[src/rtl/reqack_pkg.sv]
package reqack_pkg;

  typedef enum logic [2:0] {
    SQ_IDLE  = 3'd0,
    SQ_LOAD  = 3'd1,
    SQ_LOW   = 3'd2,
    SQ_HIGH  = 3'd3,
    SQ_EMPTY = 3'd4
  } seq_state_e;

endpackage

[src/rtl/reqack_rst_sync.sv]
module reqack_rst_sync #(
  parameter int STAGES = 2
) (
  input  logic clk,
  input  logic rst_n,
  output logic rst_ni
);
  logic [STAGES-1:0] shf_q;

  always_ff @(posedge clk or negedge rst_n) begin
    if (!rst_n) shf_q <= '0;
    else        shf_q <= {shf_q[STAGES-2:0], 1'b1};
  end

  assign rst_ni = shf_q[STAGES-1];
endmodule

[src/rtl/reqack_ack_sync.sv]
module reqack_ack_sync #(
  parameter int STAGES = 2
) (
  input  logic clk,
  input  logic rst_ni,
  input  logic ack_in,
  output logic ack_s,
  output logic ack_edge
);
  logic [STAGES-1:0] chain_q;
  logic              prev_q;

  always_ff @(posedge clk or negedge rst_ni) begin
    if (!rst_ni) begin
      chain_q <= '1;
      prev_q  <= 1'b1;
    end else begin
      chain_q <= {chain_q[STAGES-2:0], ack_in};
      prev_q  <= chain_q[STAGES-1];
    end
  end

  assign ack_s    = chain_q[STAGES-1];
  assign ack_edge = ack_s ^ prev_q;
endmodule

[src/rtl/reqack_xfer_count.sv]
module reqack_xfer_count #(
  parameter int CNT_W = 16
) (
  input  logic             clk,
  input  logic             rst_ni,
  input  logic             load,
  input  logic [CNT_W-1:0] load_val,
  input  logic             add_en,
  input  logic [CNT_W-1:0] add_val,
  input  logic             dec,
  output logic             zero
);
  logic [CNT_W-1:0] cnt_q, cnt_d, add_term, dec_term;
  logic             cnt_en;

  always_comb begin
    add_term = add_en ? add_val : '0;
    dec_term = {{(CNT_W-1){1'b0}}, dec};
    cnt_en   = load | add_en | dec;
    if (load) cnt_d = load_val;
    else      cnt_d = cnt_q + add_term - dec_term;
  end

  always_ff @(posedge clk or negedge rst_ni) begin
    if (!rst_ni)     cnt_q <= '0;
    else if (cnt_en) cnt_q <= cnt_d;
  end

  assign zero = (cnt_q == '0);

  AST_CNT_NO_UNDERFLOW: assert property (@(posedge clk) disable iff (!rst_ni)
    dec |-> (cnt_q != '0 || add_en));
endmodule

[src/rtl/reqack_watchdog.sv]
module reqack_watchdog #(
  parameter int TMO_W = 16
) (
  input  logic             clk,
  input  logic             rst_ni,
  input  logic             arm,
  input  logic             toggle,
  input  logic [TMO_W-1:0] limit,
  output logic             fire
);
  logic [TMO_W-1:0] wd_q, wd_d;
  logic             wd_en;

  always_comb begin
    wd_en = 1'b1;
    if (!arm || toggle)    wd_d = '0;
    else if (wd_q != '1)   wd_d = wd_q + 1'b1;
    else begin
      wd_d  = wd_q;
      wd_en = 1'b0;
    end
  end

  always_ff @(posedge clk or negedge rst_ni) begin
    if (!rst_ni)    wd_q <= '0;
    else if (wd_en) wd_q <= wd_d;
  end

  assign fire = arm && !toggle && (limit != '0) && (wd_q >= limit);

  AST_WD_QUIET_WHEN_IDLE: assert property (@(posedge clk) disable iff (!rst_ni)
    !arm |=> (wd_q == '0));
endmodule

[src/rtl/reqack_out_seq.sv]
module reqack_out_seq
  import reqack_pkg::*;
#(
  parameter int DATA_W = 8,
  parameter int CNT_W  = 16,
  parameter int TMO_W  = 16,
  parameter int SYNC_N = 2
) (
  input  logic              clk,
  input  logic              rst_n,
  input  logic              start,
  input  logic [CNT_W-1:0]  start_count,
  input  logic              add_valid,
  input  logic [CNT_W-1:0]  add_count,
  input  logic              stop,
  input  logic [TMO_W-1:0]  tmo_limit,
  input  logic              ack_in,
  output logic              req_out,
  output logic              bus_oe,
  output logic [DATA_W-1:0] data_out,
  output logic              fetch_req,
  input  logic              fetch_valid,
  input  logic [DATA_W-1:0] fetch_data,
  output logic              busy,
  output logic              done,
  output logic              err
);
  localparam int RST_STAGES = 2;

  logic rst_ni, ack_s, ack_edge, cnt_zero, wd_fire, wd_arm;
  logic cnt_load, add_en, dec, cnt_more, fetch_take, add_nz;

  seq_state_e        state_q, state_d;
  logic              pend_q, pend_d, have_q, have_d;
  logic              done_q, done_d, err_q, err_d;
  logic [DATA_W-1:0] data_q, data_d;
  logic              data_en;

  reqack_rst_sync #(.STAGES(RST_STAGES)) u_rst (
    .clk(clk), .rst_n(rst_n), .rst_ni(rst_ni));

  reqack_ack_sync #(.STAGES(SYNC_N)) u_ack (
    .clk(clk), .rst_ni(rst_ni), .ack_in(ack_in), .ack_s(ack_s), .ack_edge(ack_edge));

  reqack_xfer_count #(.CNT_W(CNT_W)) u_cnt (
    .clk(clk), .rst_ni(rst_ni), .load(cnt_load), .load_val(start_count),
    .add_en(add_en), .add_val(add_count), .dec(dec), .zero(cnt_zero));

  assign wd_arm = (state_q == SQ_LOW) || (state_q == SQ_HIGH && !ack_s);

  reqack_watchdog #(.TMO_W(TMO_W)) u_wd (
    .clk(clk), .rst_ni(rst_ni), .arm(wd_arm), .toggle(ack_edge),
    .limit(tmo_limit), .fire(wd_fire));

  // Count extension is accepted in any busy state unless stop wins.
  assign add_en     = add_valid && (state_q != SQ_IDLE) && !stop;
  assign add_nz     = add_en && (add_count != '0);
  assign cnt_more   = !cnt_zero || add_nz;
  assign fetch_take = pend_q && fetch_valid;

  // Next-state logic
  always_comb begin
    state_d  = state_q;
    pend_d   = pend_q;
    have_d   = have_q;
    data_d   = data_q;
    done_d   = 1'b0;
    err_d    = err_q;
    cnt_load = 1'b0;
    dec      = 1'b0;

    if (fetch_take) begin
      data_d = fetch_data;
      pend_d = 1'b0;
      have_d = 1'b1;
    end

    unique case (state_q)
      SQ_IDLE: begin
        if (start) begin
          cnt_load = 1'b1;
          err_d    = 1'b0;
          have_d   = 1'b0;
          data_d   = '0;
          if (start_count != '0) begin
            state_d = SQ_LOAD;
            pend_d  = 1'b1;
          end else begin
            state_d = SQ_EMPTY;
            done_d  = 1'b1;
          end
        end
      end
      SQ_LOAD: begin
        // Word must already sit on the bus before the first restart.
        if (have_q && !pend_q) begin
          state_d = SQ_LOW;
          dec     = 1'b1;
          have_d  = 1'b0;
        end
      end
      SQ_LOW: begin
        if (!ack_s) begin
          state_d = SQ_HIGH;
          if (cnt_more) pend_d = 1'b1;
        end
      end
      SQ_HIGH: begin
        if (!have_q && !pend_q && cnt_more) begin
          pend_d = 1'b1;
        end else if (ack_s && have_q && !pend_q) begin
          state_d = SQ_LOW;
          dec     = 1'b1;
          have_d  = 1'b0;
        end else if (ack_s && !have_q && !pend_q) begin
          state_d = SQ_EMPTY;
          done_d  = 1'b1;
        end
      end
      SQ_EMPTY: begin
        if (add_nz) begin
          state_d = SQ_LOAD;
          pend_d  = 1'b1;
        end
      end
      default: state_d = SQ_IDLE;
    endcase

    if (wd_fire || (stop && state_q != SQ_IDLE)) begin
      state_d = SQ_IDLE;
      pend_d  = 1'b0;
      have_d  = 1'b0;
      data_d  = '0;
      dec     = 1'b0;
      done_d  = 1'b0;
      if (wd_fire) err_d = 1'b1;
    end
  end

  assign data_en = (data_d != data_q);

  // Registers
  always_ff @(posedge clk or negedge rst_ni) begin
    if (!rst_ni) begin
      state_q <= SQ_IDLE;
      pend_q  <= 1'b0;
      have_q  <= 1'b0;
      done_q  <= 1'b0;
      err_q   <= 1'b0;
    end else begin
      state_q <= state_d;
      pend_q  <= pend_d;
      have_q  <= have_d;
      done_q  <= done_d;
      err_q   <= err_d;
    end
  end

  always_ff @(posedge clk or negedge rst_ni) begin
    if (!rst_ni)      data_q <= '0;
    else if (data_en) data_q <= data_d;
  end

  assign req_out   = (state_q != SQ_LOW);
  assign bus_oe    = (state_q != SQ_IDLE);
  assign busy      = bus_oe;
  assign data_out  = data_q;
  assign fetch_req = pend_q;
  assign done      = done_q;
  assign err       = err_q;

  AST_START_REQ_HIGH: assert property (@(posedge clk) disable iff (!rst_ni)
    $rose(busy) |-> req_out);
  AST_RESTART_AFTER_FETCH: assert property (@(posedge clk) disable iff (!rst_ni)
    $fell(req_out) |-> $past(!fetch_req));
  AST_RESTART_NEEDS_ACK: assert property (@(posedge clk) disable iff (!rst_ni)
    ($fell(req_out) && $past(state_q == SQ_HIGH)) |-> $past(ack_s));
  AST_RISE_ON_ACK_LOW: assert property (@(posedge clk) disable iff (!rst_ni)
    ($rose(req_out) && busy) |-> !$past(ack_s));
  AST_DONE_REQ_HIGH: assert property (@(posedge clk) disable iff (!rst_ni)
    done |-> (req_out && busy));
  AST_IDLE_RELEASED: assert property (@(posedge clk) disable iff (!rst_ni)
    !bus_oe |-> (data_out == '0 && !fetch_req && req_out));
  AST_ERR_ABORTS: assert property (@(posedge clk) disable iff (!rst_ni)
    $rose(err) |-> !busy);
endmodule

[config.mk]
export PLATFORM = sky130hd
export DESIGN_NAME = reqack_out_seq
export DESIGN_NICKNAME = d
export VERILOG_FILES = /design/src/rtl/reqack_pkg.sv /design/src/rtl/reqack_rst_sync.sv /design/src/rtl/reqack_ack_sync.sv /design/src/rtl/reqack_xfer_count.sv /design/src/rtl/reqack_watchdog.sv /design/src/rtl/reqack_out_seq.sv
export SDC_FILE = /design/constraint.sdc
export NUM_CORES = 1
export LEC_CHECK = 0
export ABC_AREA = 1
export ABC_CLOCK_PERIOD_IN_PS = 2200
export BUFFER_PORTS_ARGS = -buffer_cell sky130_fd_sc_hd__buf_4
export CORE_ASPECT_RATIO = 1.2
export CORE_UTILIZATION = 50
export CTS_CLUSTER_DIAMETER = 60
export DETAILED_ROUTE_END_ITERATION = 8
export PLACE_DENSITY_LB_ADDON = 0.08
export SLEW_MARGIN = 15
export SYNTH_ARGS = -nofsm -noshare
export SYNTH_HDL_FRONTEND = slang
export SYNTH_SLANG_ARGS = --single-unit
[constraint.sdc]
create_clock -name clk -period 2.2 [get_ports clk]
set_input_delay 0.11 -clock clk [delete_from_list [all_inputs] [get_ports clk]]
set_output_delay 0.11 -clock clk [all_outputs]
set_load 0.02 [all_outputs]
=== After elaboration in Yosys (flattened, before gate mapping) ===
Index checks and enable logic that the tools add are counted.

* Register bits: 52
* Input port bits: 63
* Output and inout bits: 14
* Logic and storage cells: 121

* $add $sub $neg: 3
* Order comparisons: 1
* Equal/unequal tests: 13
* Mux-type cells: 54
* Bitwise gates (word level): 3
* Reduce and logical (&&, ||, !) cells: 36

{| class="wikitable"
|+ Operator list
! kind !! count
|-
| $mux W16 || 4
|-
| $reduce_bool A16 Y1 || 3
|-
| $mux W1 || 32
|-
| $mux W8 || 4
|-
| $mux W3 || 9
|-
| $add A16 B1 Y16 const B || 1
|-
| $add A16 B16 Y16 || 1
|-
| $ge A16 B16 Y1 || 1
|-
| $logic_and A1 B1 Y1 || 16
|-
| $logic_not A16 Y1 || 1
|-
| $ne A16 B16 Y1 const B || 1
|-
| $sub A16 B1 Y16 || 1
|-
| $pmux W3 S5 || 1
|-
| $ne A3 B3 Y1 const B || 4
|-
| $ne A8 B8 Y1 || 1
|-
| $logic_not A1 Y1 || 7
|-
| $eq A3 B2 Y1 const B || 2
|-
| $ne A3 B2 Y1 const B || 2
|-
| $reduce_and A6 Y1 || 1
|-
| $logic_or A1 B1 Y1 || 4
|-
| $ne A4 B1 Y1 const B || 1
|-
| $pmux W1 S2 || 2
|-
| $pmux W1 S4 || 1
|-
| $eq A3 B1 Y1 const B || 1
|-
| other kinds (8) || 9
|}

=== Longest topological paths before layout ===
* Word-level depth: 11
* Gate-level depth with buffers: 30
* Depth with buffers taken out: 29

=== Cells and area by module ===
From an unflattened synthesis, not the netlist that was laid out.

* Cell total of the unflattened synthesis: 725
* Area, all modules: 4,765.8 um2

{| class="wikitable"
|+ By module, submodules not included
! module !! instances !! cells each !! area an instance (um2) !! sequential area each (um2)
|-
| reqack_xfer_count || 1 || 350 || 2,129.5 || 400.4
|-
| reqack_watchdog || 1 || 199 || 1,422.6 || 400.4
|-
| reqack_out_seq || 1 || 165 || 1,062.3 || 375.4
|-
| reqack_ack_sync || 1 || 8 || 97.6 || 78.8
|-
| reqack_rst_sync || 1 || 3 || 53.8 || 50.0
|}

=== Least setup slack after synthesis ===
Ideal clock, no wire load.

* Path kind: register to register
* Start point: register u_wd.wd_q[11]
* End point: register u_cnt.cnt_q[14]
* Setup time: 0.117 ns
* Arrival time: 3.309 ns
* Data required time: 2.083 ns
* Setup slack: -1.226 ns
* Cell stages (with the launch flop): 26
* Path buffers: 1
* Period minus slack after synthesis: 3.426 ns
* Cells stage by stage: dfrtp_1 ha_1 nand2_1 o21bai_1 a21oi_1 nor2_1 nand2_1 nand2_2 nand3_4 buf_4 inv_1 ha_1 inv_1 ha_1 inv_1 fa_1 o21ai_0 nand2_1 nand2_1 nand2_1 nand2_1 nand2_1 nand3_1 o21ai_0 nand2_1 nand2_1

* Longest elaborated chain between the ends: 6
* Elaborated cells on any way between the ends: 7
* Those cells by class: 1 x add/sub; 1 x order compare; 2 x mux; 1 x bitwise; 2 x reduce/logical

{| class="wikitable"
|+ RTL lines
! element !! RTL line !! text
|-
| start, declared || reqack_watchdog.sv:11 || <nowiki>logic [TMO_W-1:0] wd_q, wd_d;</nowiki>
|-
| start signal, assigned || reqack_watchdog.sv:26 || <nowiki>else if (wd_en) wd_q <= wd_d;</nowiki>
|-
| $ge A16 B16 Y1 * || reqack_watchdog.sv:29 || <nowiki>assign fire = arm && !toggle && (limit != '0) && (wd_q >= limit);</nowiki>
|-
| $logic_and A1 B1 Y1 * || reqack_watchdog.sv:29 ||
|-
| $logic_or A1 B1 Y1 * || reqack_out_seq.sv:129 || <nowiki>if (wd_fire || (stop && state_q != SQ_IDLE)) begin</nowiki>
|-
| $mux W1 * || reqack_out_seq.sv:129 ||
|-
| $sub A16 B1 Y16 || reqack_xfer_count.sv:21 || <nowiki>else cnt_d = cnt_q + add_term - dec_term;</nowiki>
|-
| $mux W16 || reqack_xfer_count.sv:20 || <nowiki>if (load) cnt_d = load_val;</nowiki>
|-
| end signal, assigned || reqack_xfer_count.sv:26 || <nowiki>else if (cnt_en) cnt_q <= cnt_d;</nowiki>
|-
| end, declared || reqack_xfer_count.sv:13 || <nowiki>logic [CNT_W-1:0] cnt_q, cnt_d, add_term, dec_term;</nowiki>
|}

Every way passes the cells marked *; elsewhere a longest branch is shown, timed or not.
A chain may end at the register's enable or synchronous reset.

=== Final worst setup path ===
* Start point: register u_wd.wd_q[15]
* End point: register u_cnt.cnt_q[2]

The elaborated chain is that of the path after synthesis.

==> results.toml <==
[run_status]
outcome = "finished, violations left"
violations = "setup timing"

[critical_path]
slowest_delay_ns = 0.44
required_ns = 2.43
timing.critical_path.mode_cell = "nand2_2"
worstSetupPathType = "register to register"
crit_chain = "ha_4 -> nand4_1 -> nor3_2 -> nand2_2 -> nand2_2 -> nand2_2 -> nand3_4 -> inv_2 -> ha_4 -> inv_4 -> ha_4 -> inv_2 -> fa_2 -> buf_4 -> buf_6 -> buf_6 -> or2_4 -> nand2_2 -> o21ai_1 -> nand2_1 -> nand2_1"
startpoint_type = "register"
arrival_ns = 3.36
cp_slowest_cell = "dfrtp_1"
r2r-start = "u_wd.wd_q[15]"
crit_path_start = "u_wd.wd_q[15]"
critPathMaxFanout = 3
critPathCaptureType = "register"

[synth]
async_flop_share_pct = 100
syn_area_per_cell_um2 = 6.60
synth_flop_cell = "dfrtp_1"
syn-num-nets = 813
ys_seq_elements = 52
synth_edf_count = 0
yosys_warnings = 0
synth_cell_types = 39
syn_area_um2 = 4630
synth-seq-area-share_pct = 28.2
syn_inst = 702

[place]
placed_cell_area_um2 = 5900
routabilityCongestion = 0.938
dp_cells = 959
dp_hpwl_um = 10600
io_buffers = 76
preCtsSetupSlack_ns = -0.923

[floorplanning]
initial_core_util_pct = 51.3
core_area_um2 = 9030
rows = 38
dieArea_um2 = 9660
die_height_um = 107
die-width_um = 89.9
io_pins = 77

[clocking]
h-tree-depth = 2
cts_root_buf = "clkbuf_8"
clk_pin_slew_worst_paths_ns = 0.11
cts_tree = "built"
cts_buffers = 5
clock_path_buffers = 2
clkSinkCount = 52
clkLatencyLatePin_ns = 0.33

[finish]
area.growth.synth_to_final_pct = 37.4
layout_commonest_cell = "nand2_1"
layout_common_cells = "173 x nand2_1, 157 x buf_4, 114 x inv_1"
fin_util_pct = 70.5
layout-drive-gt1-share_pct = 29.9
fin_nets = 972
final_area_um2 = 6370
instances_no_fill = 982
n_antenna_cell = 0

[route]
vias_per_cell = 5.26
top_layer = "met4"
met3_length_um = 502
routed_wl_um = 13400
ant_nets = 0
drc = 0
wl_met2_um = 7150
initialDrtViolationCount = 233
wire_per_inst_um = 13.7
wl_met1_um = 4960
via_count = 5161
dr.pass1.iters = 7

[power]
cellLeakagePower_nw = 3.43
total_power_mw = 8.81
power_density_nw_per_um2 = 1380
max-vdd-ir-drop_mv = 1.18

[sta]
fmax_ghz = 0.320
min_period_ns = 3.13
hold_ws_ns = 0.0744
fin_skew_ns = 0.00811
tns_ns = -11.46
final-setup-viol-count = 16
maxSlewViolCount = 0
fin_ws_ns = -0.928
rsz0062_at_grt = "true"
relSlewSlack_pct = 55.1
finalCritPeriodShare_pct = 142
worst_pin_slew_ns = 0.673
hold_viol_final = 0

[global_route]
grt_max_degree = 51
gr-usage-all-layers_pct = 28.1
grt_pass1_vias = 4990
antenna_found_initial = 0
grt_pass1_wl_um = 21600
grt_overflow = 0

[min_path]
holdCritPathClass = "input port to register"
worstHoldStart = "start_count[15]"

[run]
cap_violations = 0
## cells by family after synthesis
family / share of synthesized area [%]
buffers and inverters: 11.6
adder cells (fa/ha/maj): 13.1
flip-flops: 28.2
AND/OR/NAND/NOR: 34.9
AO/OA/AOI/OAI: 10.8
other: 0.0809
XOR/XNOR: 1.32
## repair_timing
item | 4_1_cts | 5_1_grt
hold buffers | 2 | 0
setup endpoints to repair | 16 | 27
gates resized for setup | 21 | 38
pin swaps | 20 | 28
endpoints found under the hold margin | 3 | 0
buffers inserted | 7 | 8
## registers in the layout, indices dropped and copies added, names as in the netlist
signal / cells
u_rst.shf_q: 2
u_cnt.cnt_q: 16
u_ack.prev_q: 1
fetch_req: 1
u_wd.wd_q: 16
done: 1
have_q: 1
err: 1
data_out: 8
u_ack.chain_q: 2
state_q: 3
## worst max-delay path: cells and delay by family (launching register included)
kind	cells	cell delay, ns
flops	1	0.44
simple gates	10	1.06
compound gates	1	0.06
buf+inv	6	0.48
fa+ha+maj	4	1.00
## synthesized netlist by cell type (2+ instances only)
master | number | area (um^2)
clkbuf_1 | 5 | 18.8
nand3b_1 | 3 | 22.5
nor3_2 | 2 | 20.0
nand2_1 | 198 | 743
nor2_2 | 4 | 25.0
nand2_2 | 3 | 18.8
nor4_1 | 6 | 37.5
o211ai_1 | 4 | 30.0
dfrtp_1 | 49 | 1230
ha_1 | 47 | 588
a31oi_1 | 2 | 12.5
nand3_2 | 3 | 30.0
buf_2 | 5 | 25.0
xor2_1 | 3 | 26.3
inv_1 | 118 | 443
nand4_1 | 12 | 75.1
o21ai_0 | 39 | 195
nand2_4 | 3 | 33.8
inv_2 | 6 | 22.5
o21a_1 | 2 | 15.0
nor2_1 | 53 | 199
or2_2 | 5 | 31.3
dfstp_2 | 3 | 78.8
a21oi_1 | 42 | 210
nand3_1 | 48 | 240
buf_4 | 2 | 15.0
xnor2_1 | 4 | 35.0
nor3_1 | 20 | 100
## worst paths after layout
| kind | to | slack, ns | depth (start not counted) |
|---|---|---|---|
| hold reg to reg | u_ack.chain_q[1] | 0.37 | 0 |
| max in group asynchronous | data_out[4] | 1.34 | 1 |
| setup / recovery | u_cnt.cnt_q[2] | -0.93 | 21 |
| setup reg to reg | u_cnt.cnt_q[2] | -0.93 | 21 |
| min in group asynchronous | u_rst.shf_q[1] | 0.09 | 2 |
| hold / removal | u_cnt.cnt_q[15] | 0.07 | 5 |
## layer usage
layer	track usage, %	vias up
li1	-	2566
met3	3.18	46
met5	0	-
met4	19.1	0
met2	54.5	147
met1	28.2	2402
## area by class of cell
type                       instances  area, um^2
sequential                        52        1310
tap                              120         150
multi-input combinational        513        3080
fill                             796        2670
inverter                         124         470
timing repair buffer             165        1270
clock buffer                       5        68.8
clock inverter                     3        26.3
## power breakdown
part / internal, mW / switching [mW] / leakage (nW)
sequential: 1.23 / 0.176 / 0.675
clock: 0.235 / 0.369 / 0.0491
combinational: 3.04 / 3.76 / 2.71
(Power assumes the default switching activity.)
